File: src/rtl/dms_pkg.sv
package dms_pkg;
    localparam int SWL_W  = 7;
    localparam int MAIN_W = 11;

    typedef struct packed {
        logic              half;
        logic [SWL_W-1:0]  swl;
        logic [MAIN_W-1:0] main;
    } dms_cfg_t;
endpackage

File: src/rtl/dms_prescaler.sv
module dms_prescaler #(
    parameter int LOG2_PLO = 6
) (
    input  logic clk,
    input  logic rst,
    input  logic half_nxt,
    input  logic ext_nxt,
    output logic tick
);
    localparam int PC_W = LOG2_PLO + 2;
    localparam logic [PC_W-1:0] P_LO = PC_W'(1) << LOG2_PLO;
    localparam logic [PC_W-1:0] P_HI = PC_W'(1) << (LOG2_PLO + 1);

    typedef struct packed {
        logic [PC_W-1:0] cnt;
    } pre_st_t;

    pre_st_t st_d, st_q;
    logic [PC_W-1:0] base;

    assign tick = (st_q.cnt == '0);

    always_comb begin
        st_d = st_q;
        base = half_nxt ? P_LO : P_HI;
        if (rst || tick) begin
            st_d.cnt = ext_nxt ? base : base - PC_W'(1);
        end else begin
            st_d.cnt = st_q.cnt - PC_W'(1);
        end
    end

    always_ff @(posedge clk) begin
        st_q <= st_d;
    end

    // the period counter never exceeds the larger modulus
    p_cnt_range_r1: assert property (@(posedge clk) disable iff (rst)
        st_q.cnt <= P_HI);
endmodule

File: src/rtl/dms_swallow_ctl.sv
module dms_swallow_ctl
    import dms_pkg::*;
(
    input  logic     clk,
    input  logic     rst,
    input  logic     tick,
    input  dms_cfg_t cfg_nxt,
    output logic     ext_nxt,
    output logic     ext_now,
    output logic     cyc_end
);
    typedef struct packed {
        logic [SWL_W-1:0]  swl;
        logic [MAIN_W-1:0] main;
    } ctl_st_t;

    ctl_st_t st_d, st_q;

    assign cyc_end = tick && (st_q.main == MAIN_W'(1));
    assign ext_now = (st_q.swl != '0);
    assign ext_nxt = (st_d.swl != '0);

    always_comb begin
        st_d = st_q;
        if (rst || cyc_end) begin
            st_d.swl  = cfg_nxt.swl;
            st_d.main = cfg_nxt.main;
        end else if (tick) begin
            st_d.main = st_q.main - MAIN_W'(1);
            if (st_q.swl != '0) begin
                st_d.swl = st_q.swl - SWL_W'(1);
            end
        end
    end

    always_ff @(posedge clk) begin
        st_q <= st_d;
    end

    // the counters move only on a prescaler period boundary
    p_hold_between_ticks_r2: assert property (@(posedge clk) disable iff (rst)
        !tick |=> ($stable(st_q.main) && $stable(st_q.swl)));
    // the extended modulus ends only on a prescaler period boundary
    p_ext_drop_at_tick_r3: assert property (@(posedge clk) disable iff (rst)
        (!$past(rst) && $fell(ext_now)) |-> $past(tick));
    // with valid settings the main count never underflows
    p_main_nonzero_r6: assert property (@(posedge clk) disable iff (rst)
        st_q.main != '0);
endmodule

File: src/rtl/dms_divider.sv
module dms_divider
    import dms_pkg::*;
#(
    parameter int LOG2_PLO = 6
) (
    input  logic              clk,
    input  logic              rst,
    input  logic              half_mode,
    input  logic [SWL_W-1:0]  swallow_val,
    input  logic [MAIN_W-1:0] main_val,
    output logic              div_pulse,
    output logic              mod_ext
);
    typedef struct packed {
        dms_cfg_t cfg;
    } top_st_t;

    top_st_t st_d, st_q;
    logic    tick;
    logic    ext_nxt;
    logic    ext_now;
    logic    cyc_end;

    always_comb begin
        st_d = st_q;
        if (rst || cyc_end) begin
            st_d.cfg.half = half_mode;
            st_d.cfg.swl  = swallow_val;
            st_d.cfg.main = main_val;
        end
    end

    always_ff @(posedge clk) begin
        st_q <= st_d;
    end

    dms_prescaler #(.LOG2_PLO(LOG2_PLO)) u_pre (
        .clk      (clk),
        .rst      (rst),
        .half_nxt (st_d.cfg.half),
        .ext_nxt  (ext_nxt),
        .tick     (tick)
    );

    dms_swallow_ctl u_ctl (
        .clk     (clk),
        .rst     (rst),
        .tick    (tick),
        .cfg_nxt (st_d.cfg),
        .ext_nxt (ext_nxt),
        .ext_now (ext_now),
        .cyc_end (cyc_end)
    );

    assign div_pulse = cyc_end;
    assign mod_ext   = ext_now;

    // a pulse lasts exactly one clock
    p_one_clock_pulse_r2: assert property (@(posedge clk) disable iff (rst)
        div_pulse |=> !div_pulse);
    // the captured settings hold for the whole cycle
    p_cfg_stable_r4: assert property (@(posedge clk) disable iff (rst)
        !div_pulse |=> $stable(st_q.cfg));
endmodule

File: config.mk
export PLATFORM = sky130hd
export DESIGN_NAME = dms_divider
export DESIGN_NICKNAME = d
export VERILOG_FILES = /design/src/rtl/dms_pkg.sv /design/src/rtl/dms_prescaler.sv /design/src/rtl/dms_swallow_ctl.sv /design/src/rtl/dms_divider.sv
export SDC_FILE = /design/constraint.sdc
export NUM_CORES = 1
export LEC_CHECK = 0
export CAP_MARGIN = 20
export CORE_ASPECT_RATIO = 1.1
export CORE_MARGIN = 4
export CORE_UTILIZATION = 30
export CTS_CLUSTER_SIZE = 10
export DETAILED_ROUTE_END_ITERATION = 7
export DONT_BUFFER_PORTS = 1
export PLACE_DENSITY = 0.41
export SLEW_MARGIN = 30
export SYNTH_ARGS = -nofsm -noshare
export SYNTH_HDL_FRONTEND = slang
export SYNTH_HIERARCHICAL = 1
export SYNTH_SLANG_ARGS = --single-unit
export TNS_END_PERCENT = 100
File: constraint.sdc
create_clock -name clk -period 4.88 [get_ports clk]
set_input_delay 0.488 -clock clk [delete_from_list [all_inputs] [get_ports clk]]
set_output_delay 0.488 -clock clk [all_outputs]
set_load 0.02 [all_outputs]
==> results.yml, run 1 <==
power_and_ir_drop:
  swShare_pct: 27.2
  switchingPower_mw: 0.225
  powerDensity_nw_per_um2: 351
  power.internal_mw: 0.604
  pwr-share-comb_pct: 15.8
  p_seq_share_pct: 55.1
  p_leak_nw: 0.902
  clockPowerShare_pct: 29.1
  max-vdd-ir-drop_mv: 0.122
finish:
  drive_above_1_share_pct: 21.3
  synthToLayoutAreaGrowth_pct: 7.51
  nets: 234
  final_cell_mix: "dfxtp_1 (34), nand2_1 (26), edfxtp_1 (11)"
  final_common_cell: "dfxtp_1"
  diodes: 0
  final_area_sq_um: 2360
clocking:
  clk_pin_slew_worst_paths_ps: 90
  cts_sinks: 45
  cts_hold_buf: 0
  cts_tree: "built"
  htreeDepth: 2
  post_cts_resized: 0
  clk_latency_ps: 300
  cts_root_buf: "clkbuf_8"
  clock_path_buffers: 2
  cts_made_buffers: 5
  postCtsSetupBuffers: 0
route:
  vias: 1423
  drtAntennaViolNets: 0
  wl_microns: 4330
  drc: 0
  routed_via_density: 4.87
  drt-initial-drc-count: 36
  drt_first_pass_iters: 4
  wire_per_inst_microns: 14.8
timing:
  final.setup.tns_ps: 0
  setup_viol: 0
  tightest_slew_ps: 846
  fmax_ghz: 0.260
  fin_crit_sh_pct: 78.8
  maxSlewHeadroom_pct: 43.4
  drv_slew: 0
  skew_ps: 7.06
  finalHoldViolCount: 0
  period_needed_ps: 3850
  rsz0062_at_grt: "no"
global_routing:
  grt_overflow_total: 0
  grt.total_usage_pct: 10.6
  grt_max_degree: 20
  grt_first_pass_wirelength_microns: 7140
  antenna_found_initial: 0
  grt_pass1_vias: 1440
worst_setup_path:
  cp_top_family: "simple AND/OR/NAND/NOR gates"
  start_kind: "flip-flop"
  worstPathRequired_ps: 5040
  critical_path_class: "reg2reg"
  cp.arrival_ps: 4000
  crit_path_top_delay_cell: "nor2_4"
  crit_fanout: 19
  endpoint_kind: "flip-flop"
  crit_buf_inv: 2
  crit_chain: "inv_1 > ha_1 > and3_2 > nand2_1 > nor4_1 > buf_4 > nor2_4 > mux2_2 > nand2_1 > o31ai_1 > or4_1 > or3_1 > ha_1 > nor2_1 > a21oi_1"
  critPathMaxStageDelay_ps: 550
floorplanning:
  start_util_pct: 31.0
  dieArea_sq_um: 8760
  ios: 23
  num_rows: 32
  die_w_microns: 89.6
  coreArea_sq_um: 7090
  die_y_microns: 97.8
synthesis:
  ys_warn_count: 6
  synth_nets: 230
  dominantRegCellSynth: "dfxtp_1"
  postSynthAreaPerCell_sq_um: 10.9
  synthArstFlopShare_pct: 0
  ys_seq_area_share_pct: 46.0
  synth_cells: 202
  synth-seq-cells: 45
  syn_area_sq_um: 2200
  synth_cell_types: 41
  synth_edf_count: 11
placed_design:
  port_buffers: 0
  gp_congestion: 0.713
  hpwl_microns: 3220
  dpl_cell_area_sq_um: 2270
min_path:
  min_path_type: "in2reg"
job:
  cap_violations: 0
run_status:
  status: "completed"
-- layout make-up --
| type | count | area [sq um] |
|---|---|---|
| Clock buffer | 6 | 82.6 |
| Clock inverter | 2 | 8.76 |
| Fill cell | 711 | 4720 |
| Inverter | 9 | 33.8 |
| Multi-Input combinational cell | 143 | 1110 |
| Sequential cell | 45 | 1010 |
| Tap cell | 85 | 106 |
| Timing Repair Buffer | 2 | 15.0 |
-- final timing paths --
check                                           start               endpoint  slack [ps]  cells after the start
worst min-delay path                      main_val[7]        st_q[7]$_DFF_P_         340                      1
worst max register to register  u_pre/st_q[0]$_DFF_P_  u_pre/st_q[6]$_DFF_P_        1030                     15
worst min register to register  u_pre/st_q[0]$_DFF_P_  u_pre/st_q[0]$_DFF_P_         470                      1
worst max-delay path            u_pre/st_q[0]$_DFF_P_  u_pre/st_q[6]$_DFF_P_        1030                     15
-- Yosys cell counts, types with 2 or more instances --
library cell  instances  share of area (%)
or4_4                 2                1.0
clkbuf_1              2               0.34
or2_2                 2               0.57
xor2_1                9                3.6
ha_1                  7                4.0
or4_1                 2               0.68
nor3_1                4               0.91
nor2_1               10                1.7
nand2_1              26                4.4
xnor2_1              10                4.0
edfxtp_1             11                 15
nor3b_1               2               0.68
mux2_4               10                6.8
inv_1                 8                1.4
or3_1                 3               0.85
nand3_1               2               0.46
a21oi_2               2               0.80
o21ai_0              10                2.3
nor4_1                2               0.57
mux2_2                9                4.6
dfxtp_1              34                 31
a21oi_1               8                1.8
o31ai_1               9                3.1
-- kinds of logic (layout without fill, tap and decap cells) --
family / count (synthesis) / after routing / synth area share, %
adders and majority gates: 7 / 7 / 3.98
DFF: 45 / 45 / 46.0
AOI/OAI and AO/OA: 35 / 35 / 11.5
buffers and inverters: 14 / 19 / 3.70
xor gates and xnor gates: 19 / 19 / 7.57
muxes: 19 / 19 / 11.4
and+or+nand+nor: 63 / 63 / 15.8
-- stage by stage --
| step | hold slack (ps) | std cells | utilization [%] | power [mW] | setup slack [ps] |
|---|---|---|---|---|---|
| detailed placement | 455 | 284 | 32.1 | 0.598 | 1020 |
| global route | 318 | 292 | 33.4 | 0.880 | 748 |
| finish | 341 | 292 | 33.4 | 0.829 | 1030 |
| global placement | 451 | 284 | 32.1 | 0.595 | 1070 |
| CTS | 331 | 292 | 33.4 | 0.842 | 983 |
| floorplan | 436 | 202 | - | 0.571 | 700 |
-- routing by layer --
layer,GRT usage [%],part of all wire (%)
met2,17.3,50
met3,4.05,4.4
met4,3.78,1.5
met1,12.5,44
met5,0,0
-- registers in the layout, indices dropped and copies added (netlist names) --
signal,cells
st_q,19
u_ctl/st_q,18
u_pre/st_q,8
-- power by group through the flow --
stage | sequential, mW | clock, mW | combinational, mW
6_report | 0.457 | 0.241 | 0.131
5_1_grt | 0.462 | 0.270 | 0.148
3_3_place_gp | 0.464 | 0 | 0.131
2_1_floorplan | 0.458 | 0 | 0.114
3_5_place_dp | 0.466 | 0 | 0.132
4_1_cts | 0.457 | 0.252 | 0.134
(Power assumes the default switching activity.)
==> run 2: changes to the inputs <==
Settings changed: PLACE_DENSITY 0.41 to 0.42.
Clock period 4.88 ns to 3.5 ns, I/O delays scaled along.
==> run 2 against run 1 <==
Net effect: combinational power increased by 65%; clock-buffer cell count unchanged; setup slack got worse by 890 ps; maximum frequency increased by 14%; first-iteration DRC count increased by 44%; core utilization increased by 3.0 points; register-to-register slack got worse by 890 ps; wire length increased by 3.4%; global-route usage increased by 0.64 points; hold slack got worse by 130 ps; critical endpoint unchanged.
==> results.yml, run 2 (synthesis results as in run 1) <==
run_status:
  status: "completed"
finish:
  top_register: "st_q"
  final_util_pct: 36.3
  drive_above_1_share_pct: 30.7
  synthToLayoutAreaGrowth_pct: 17.1
  diodes: 0
  final_cell_mix: "dfxtp_1 (34), nand2_1 (25), buf_4 (23)"
  nets: 255
  reg_top3: "st_q x19, u_ctl/st_q x18, u_pre/st_q x8"
  largest_reg_flops: 19
  final_common_cell: "dfxtp_1"
worst_setup_path:
  crit_fanout: 8
  crit_buf_inv: 0
  endpoint_kind: "flip-flop"
  crit_chain: "or4_4 > nor4_4 > nor2_4 > mux2_4 > nand2_2 > o31ai_2 > or4_1 > or3_4 > ha_4 > nor2_1 > a21oi_1"
  cp_top_family: "simple AND/OR/NAND/NOR gates"
  critPathMaxStageDelay_ps: 580
  cp.arrival_ps: 3510
  crit_path_top_delay_cell: "or4_4"
  worstPathRequired_ps: 3650
  start_kind: "flip-flop"
  critical_path_class: "reg2reg"
route:
  drt_first_pass_iters: 4
  drc: 0
  drtAntennaViolNets: 0
  vias: 1469
  routed_via_density: 4.69
  wire_per_inst_microns: 14.3
  drt-initial-drc-count: 52
  wl_microns: 4470
placed_design:
  place_ws_ps: -15.7
  port_buffers: 0
  hpwl_microns: 3220
  gp_congestion: 0.715
clocking:
  cts_made_buffers: 5
  cts_root_buf: "clkbuf_8"
  clk_pin_slew_worst_paths_ps: 80
  clk_latency_ps: 290
  clock_path_buffers: 2
  cts_tree: "built"
  cts_sinks: 45
  htreeDepth: 2
floorplanning:
  start_util_pct: 31.0
  die_y_microns: 97.8
  ios: 23
  num_rows: 32
  die_w_microns: 89.6
  coreArea_sq_um: 7090
  dieArea_sq_um: 8760
power_and_ir_drop:
  powerDensity_nw_per_um2: 458
  p_leak_nw: 1.02
  max-vdd-ir-drop_mv: 0.151
timing:
  drv_slew: 0
  fmax_ghz: 0.298
  fin_crit_sh_pct: 96.0
  finalHoldViolCount: 0
  maxSlewHeadroom_pct: 50.5
  rsz0062_at_grt: "no"
  layout_setup_ws_ps: 139
  tightest_slew_ps: 740
  period_needed_ps: 3360
  setup_viol: 0
  skew_ps: 4.84
global_routing:
  grt.total_usage_pct: 11.2
  antenna_found_initial: 0
  grt_overflow_total: 0
  grt_max_degree: 23
  grt_first_pass_wirelength_microns: 7550
  grt_pass1_vias: 1575
job:
  cap_violations: 0
min_path:
  min_path_type: "in2reg"
==> run 2: final timing paths <==
kind                           start               endpoint  slack (ps)  depth (start not counted)
min reg2reg    u_pre/st_q[0]$_DFF_P_  u_pre/st_q[0]$_DFF_P_         470                          1
max reg2reg  u_ctl/st_q[9]$_DFFE_PP_  u_pre/st_q[6]$_DFF_P_         140                         11
max          u_ctl/st_q[9]$_DFFE_PP_  u_pre/st_q[6]$_DFF_P_         140                         11
min                      main_val[7]        st_q[7]$_DFF_P_         210                          1
==> run 2: report_power, final <==
group	total, mW	switching, mW	leakage [nW]	internal [mW]
Combinational	0.216	0.104	0.568	0.112
Sequential	0.633	0.0391	0.399	0.594
Clock	0.330	0.173	0.0486	0.157
==> run 2: area by class of cell <==
type / instances / area [sq um]
flip-flops and latches: 45 / 1010
clock buffers: 6 / 82.6
clock inverters: 2 / 8.76
multi-input cells: 143 / 1160
well taps: 85 / 106
fillers: 727 / 4510
inverters: 9 / 33.8
repair buffers: 23 / 173
==> run 2: worst register-to-register path, stage by stage (launching register included) <==
cell and delay [ps]:
edfxtp_1 400, or4_4 580, nor4_4 350, nor2_4 140, mux2_4 330, nand2_2 60
o31ai_2 60, or4_1 560, or3_4 370, ha_4 240, nor2_1 90, a21oi_1 50
==> run 2: metal layers <==
metal  global-route usage, %  vias up  part of all wire [%]
met5                       0        -                     0
met4                    4.12        0                   1.4
met3                    3.80        4                   4.3
met2                    17.2       19                    47
met1                    14.5      688                    47
li1                        -      758                     -
==> run 2: what timing repair did <==
| item | 4_1_cts | 5_1_grt |
|---|---|---|
| cloned | 0 | 0 |
| hold endpoints to repair | 0 | 0 |
| setup buffers | 1 | 5 |
| pin swaps | 1 | 4 |
| resized for setup | 2 | 5 |
| endpoints found under the setup margin | 1 | 2 |
| hold buffers | 0 | 0 |
==> run 2: metrics by stage <==
step	TNS [ps]	power, mW	std cells	hold WS, ps	cell area [sq um]
2_1_floorplan	-71.4	0.798	202	436	2210
3_3_place_gp	0	0.852	299	455	2400
3_5_place_dp	-15.7	0.852	299	454	2400
4_1_cts	0	1.19	308	192	2510
5_1_grt	0	1.25	313	184	2570
6_report	0	1.18	313	206	2570
==> run 3: changes to the inputs <==
Settings changed: CORE_MARGIN 4 to 1.5.
==> run 3 against run 2 <==
Net effect: power shrank 0.34%; clock skew rose by 9.1 ps; core utilization grew 1.3 points; global-route usage rose by 0.99 points; critical path type unchanged; largest cell class unchanged; largest power group unchanged.
==> results.yml, run 3 (synthesis results as in run 1) <==
worst_setup_path:
  crit_fanout: 6
  critical_path_class: "reg2reg"
  endpoint_kind: "flip-flop"
  cp.arrival_ps: 3620
  worstPathRequired_ps: 3650
  start_kind: "flip-flop"
route:
  drt-initial-drc-count: 52
  routed_via_density: 4.90
  drtAntennaViolNets: 0
  wl_microns: 4770
  wire_per_inst_microns: 14.9
  vias: 1572
  drc: 0
  drt_first_pass_iters: 4
floorplanning:
  dieArea_sq_um: 7850
  start_util_pct: 31.2
  num_rows: 32
  die_y_microns: 92.8
  die_w_microns: 84.6
  ios: 23
  coreArea_sq_um: 7050
finish:
  drive_above_1_share_pct: 34.7
  final_common_cell: "dfxtp_1"
  largest_reg_flops: 19
  instances_no_fill: 321
  synthToLayoutAreaGrowth_pct: 20.7
  nets: 263
  final_cell_mix: "dfxtp_1 (34), buf_4 (28), nand2_1 (23)"
  top_register: "st_q"
  multiInputGateArea_sq_um: 1190
  final_area_sq_um: 2650
  diodes: 0
  reg_top3: "st_q x19, u_ctl/st_q x18, u_pre/st_q x8"
  seq_area_sq_um: 1010
  num-fill-cells: 716
clocking:
  htreeDepth: 2
  clock_path_buffers: 2
  cts_made_buffers: 5
  clk_pin_slew_worst_paths_ps: 90
  cts_hold_buf: 0
  cts_root_buf: "clkbuf_8"
  cts_sinks: 45
  clk_latency_ps: 300
  cts_tree: "built"
timing:
  tightest_slew_ps: 647
  final.setup.tns_ps: 0
  fmax_ghz: 0.288
  drv_slew: 0
  fin_crit_sh_pct: 99.3
  setup_viol: 0
  skew_ps: 13.9
  period_needed_ps: 3470
  finalHoldViolCount: 0
  rsz0062_at_grt: "yes"
  maxSlewHeadroom_pct: 56.7
placed_design:
  gp_congestion: 0.855
  port_buffers: 0
  dp_cells: 299
  dpl_cell_area_sq_um: 2400
  hpwl_microns: 3370
global_routing:
  grt_max_degree: 14
  antenna_found_initial: 0
  grt.total_usage_pct: 12.2
  grt_pass1_vias: 1548
  grt_overflow_total: 0
  grt_first_pass_wirelength_microns: 7510
power_and_ir_drop:
  powerDensity_nw_per_um2: 443
  max-vdd-ir-drop_mv: 0.156
  p_leak_nw: 1.05
  power.total_mw: 1.17
run_status:
  status: "completed"
min_path:
  min_path_type: "in2reg"
job:
  cap_violations: 0
-- run 3: cell types whose count changed in the layout (fill, tap and decap cells not counted), sizes merged --
cell and delta:
buf +7, clkbuf -1, clkinv +1, o41ai +1
-- run 3: cell type report --
class,instances,share of cell area (%)
Sequential cell,45,38.1
Tap cell,85,4.01
Clock buffer,5,2.59
Timing Repair Buffer,30,8.77
Inverter,9,1.27
Clock inverter,3,0.472
Multi-Input combinational cell,144,44.8
-- run 3: per-layer routing --
layer / wire, microns / part of all wire, % / track usage (%) / vias up
li1: - / - / - / 786
met1: 2110 / 44 / 14.8 / 765
met2: 2420 / 51 / 20.8 / 15
met3: 160 / 3.4 / 3.30 / 6
met4: 71 / 1.5 / 4.44 / 0
met5: 0 / 0 / 0 / -
-- run 3: path summary, 6_finish.rpt --
kind,cells after the start,start,endpoint,slack [ps]
setup reg to reg,12,u_ctl/st_q[6]$_DFFE_PP_,u_pre/st_q[6]$_DFF_P_,30
hold / removal,1,main_val[7],st_q[7]$_DFF_P_,190
setup / recovery,12,u_ctl/st_q[6]$_DFFE_PP_,u_pre/st_q[6]$_DFF_P_,30
hold reg to reg,1,st_q[10]$_DFF_P_,st_q[10]$_DFF_P_,480
-- run 3: repair_timing --
| action | 4_1_cts | 5_1_grt |
|---|---|---|
| pin swaps | 1 | 11 |
| endpoints found under the setup margin | 1 | 2 |
| cloned | 0 | 1 |
| resized for setup | 2 | 12 |
| buffers inserted | 1 | 12 |
-- run 3: where the power goes --
group | switching [mW] | internal, mW
registers | 0.0418 | 0.594
logic | 0.109 | 0.116
clock network | 0.179 | 0.135
-- run 3: critical path, stage by stage (launching register included) --
cell	delay [ps]
edfxtp_1	400
or4_4	580
nor4_4	350
nor2_4	120
buf_6	140
mux2_4	300
nand2_2	70
o21ai_2	50
or4_1	520
or3_4	410
ha_4	240
nor2_1	80
a21oi_1	60
-- run 3: stage by stage --
stage	setup slack, ps	util, %	hold slack (ps)
global route	-66.0	37.6	180
global placement	64.6	34.1	448
finish	25.7	37.6	193
detailed placement	-24.5	34.1	458
CTS	1.38	35.4	190
floorplan	-71.4	-	436
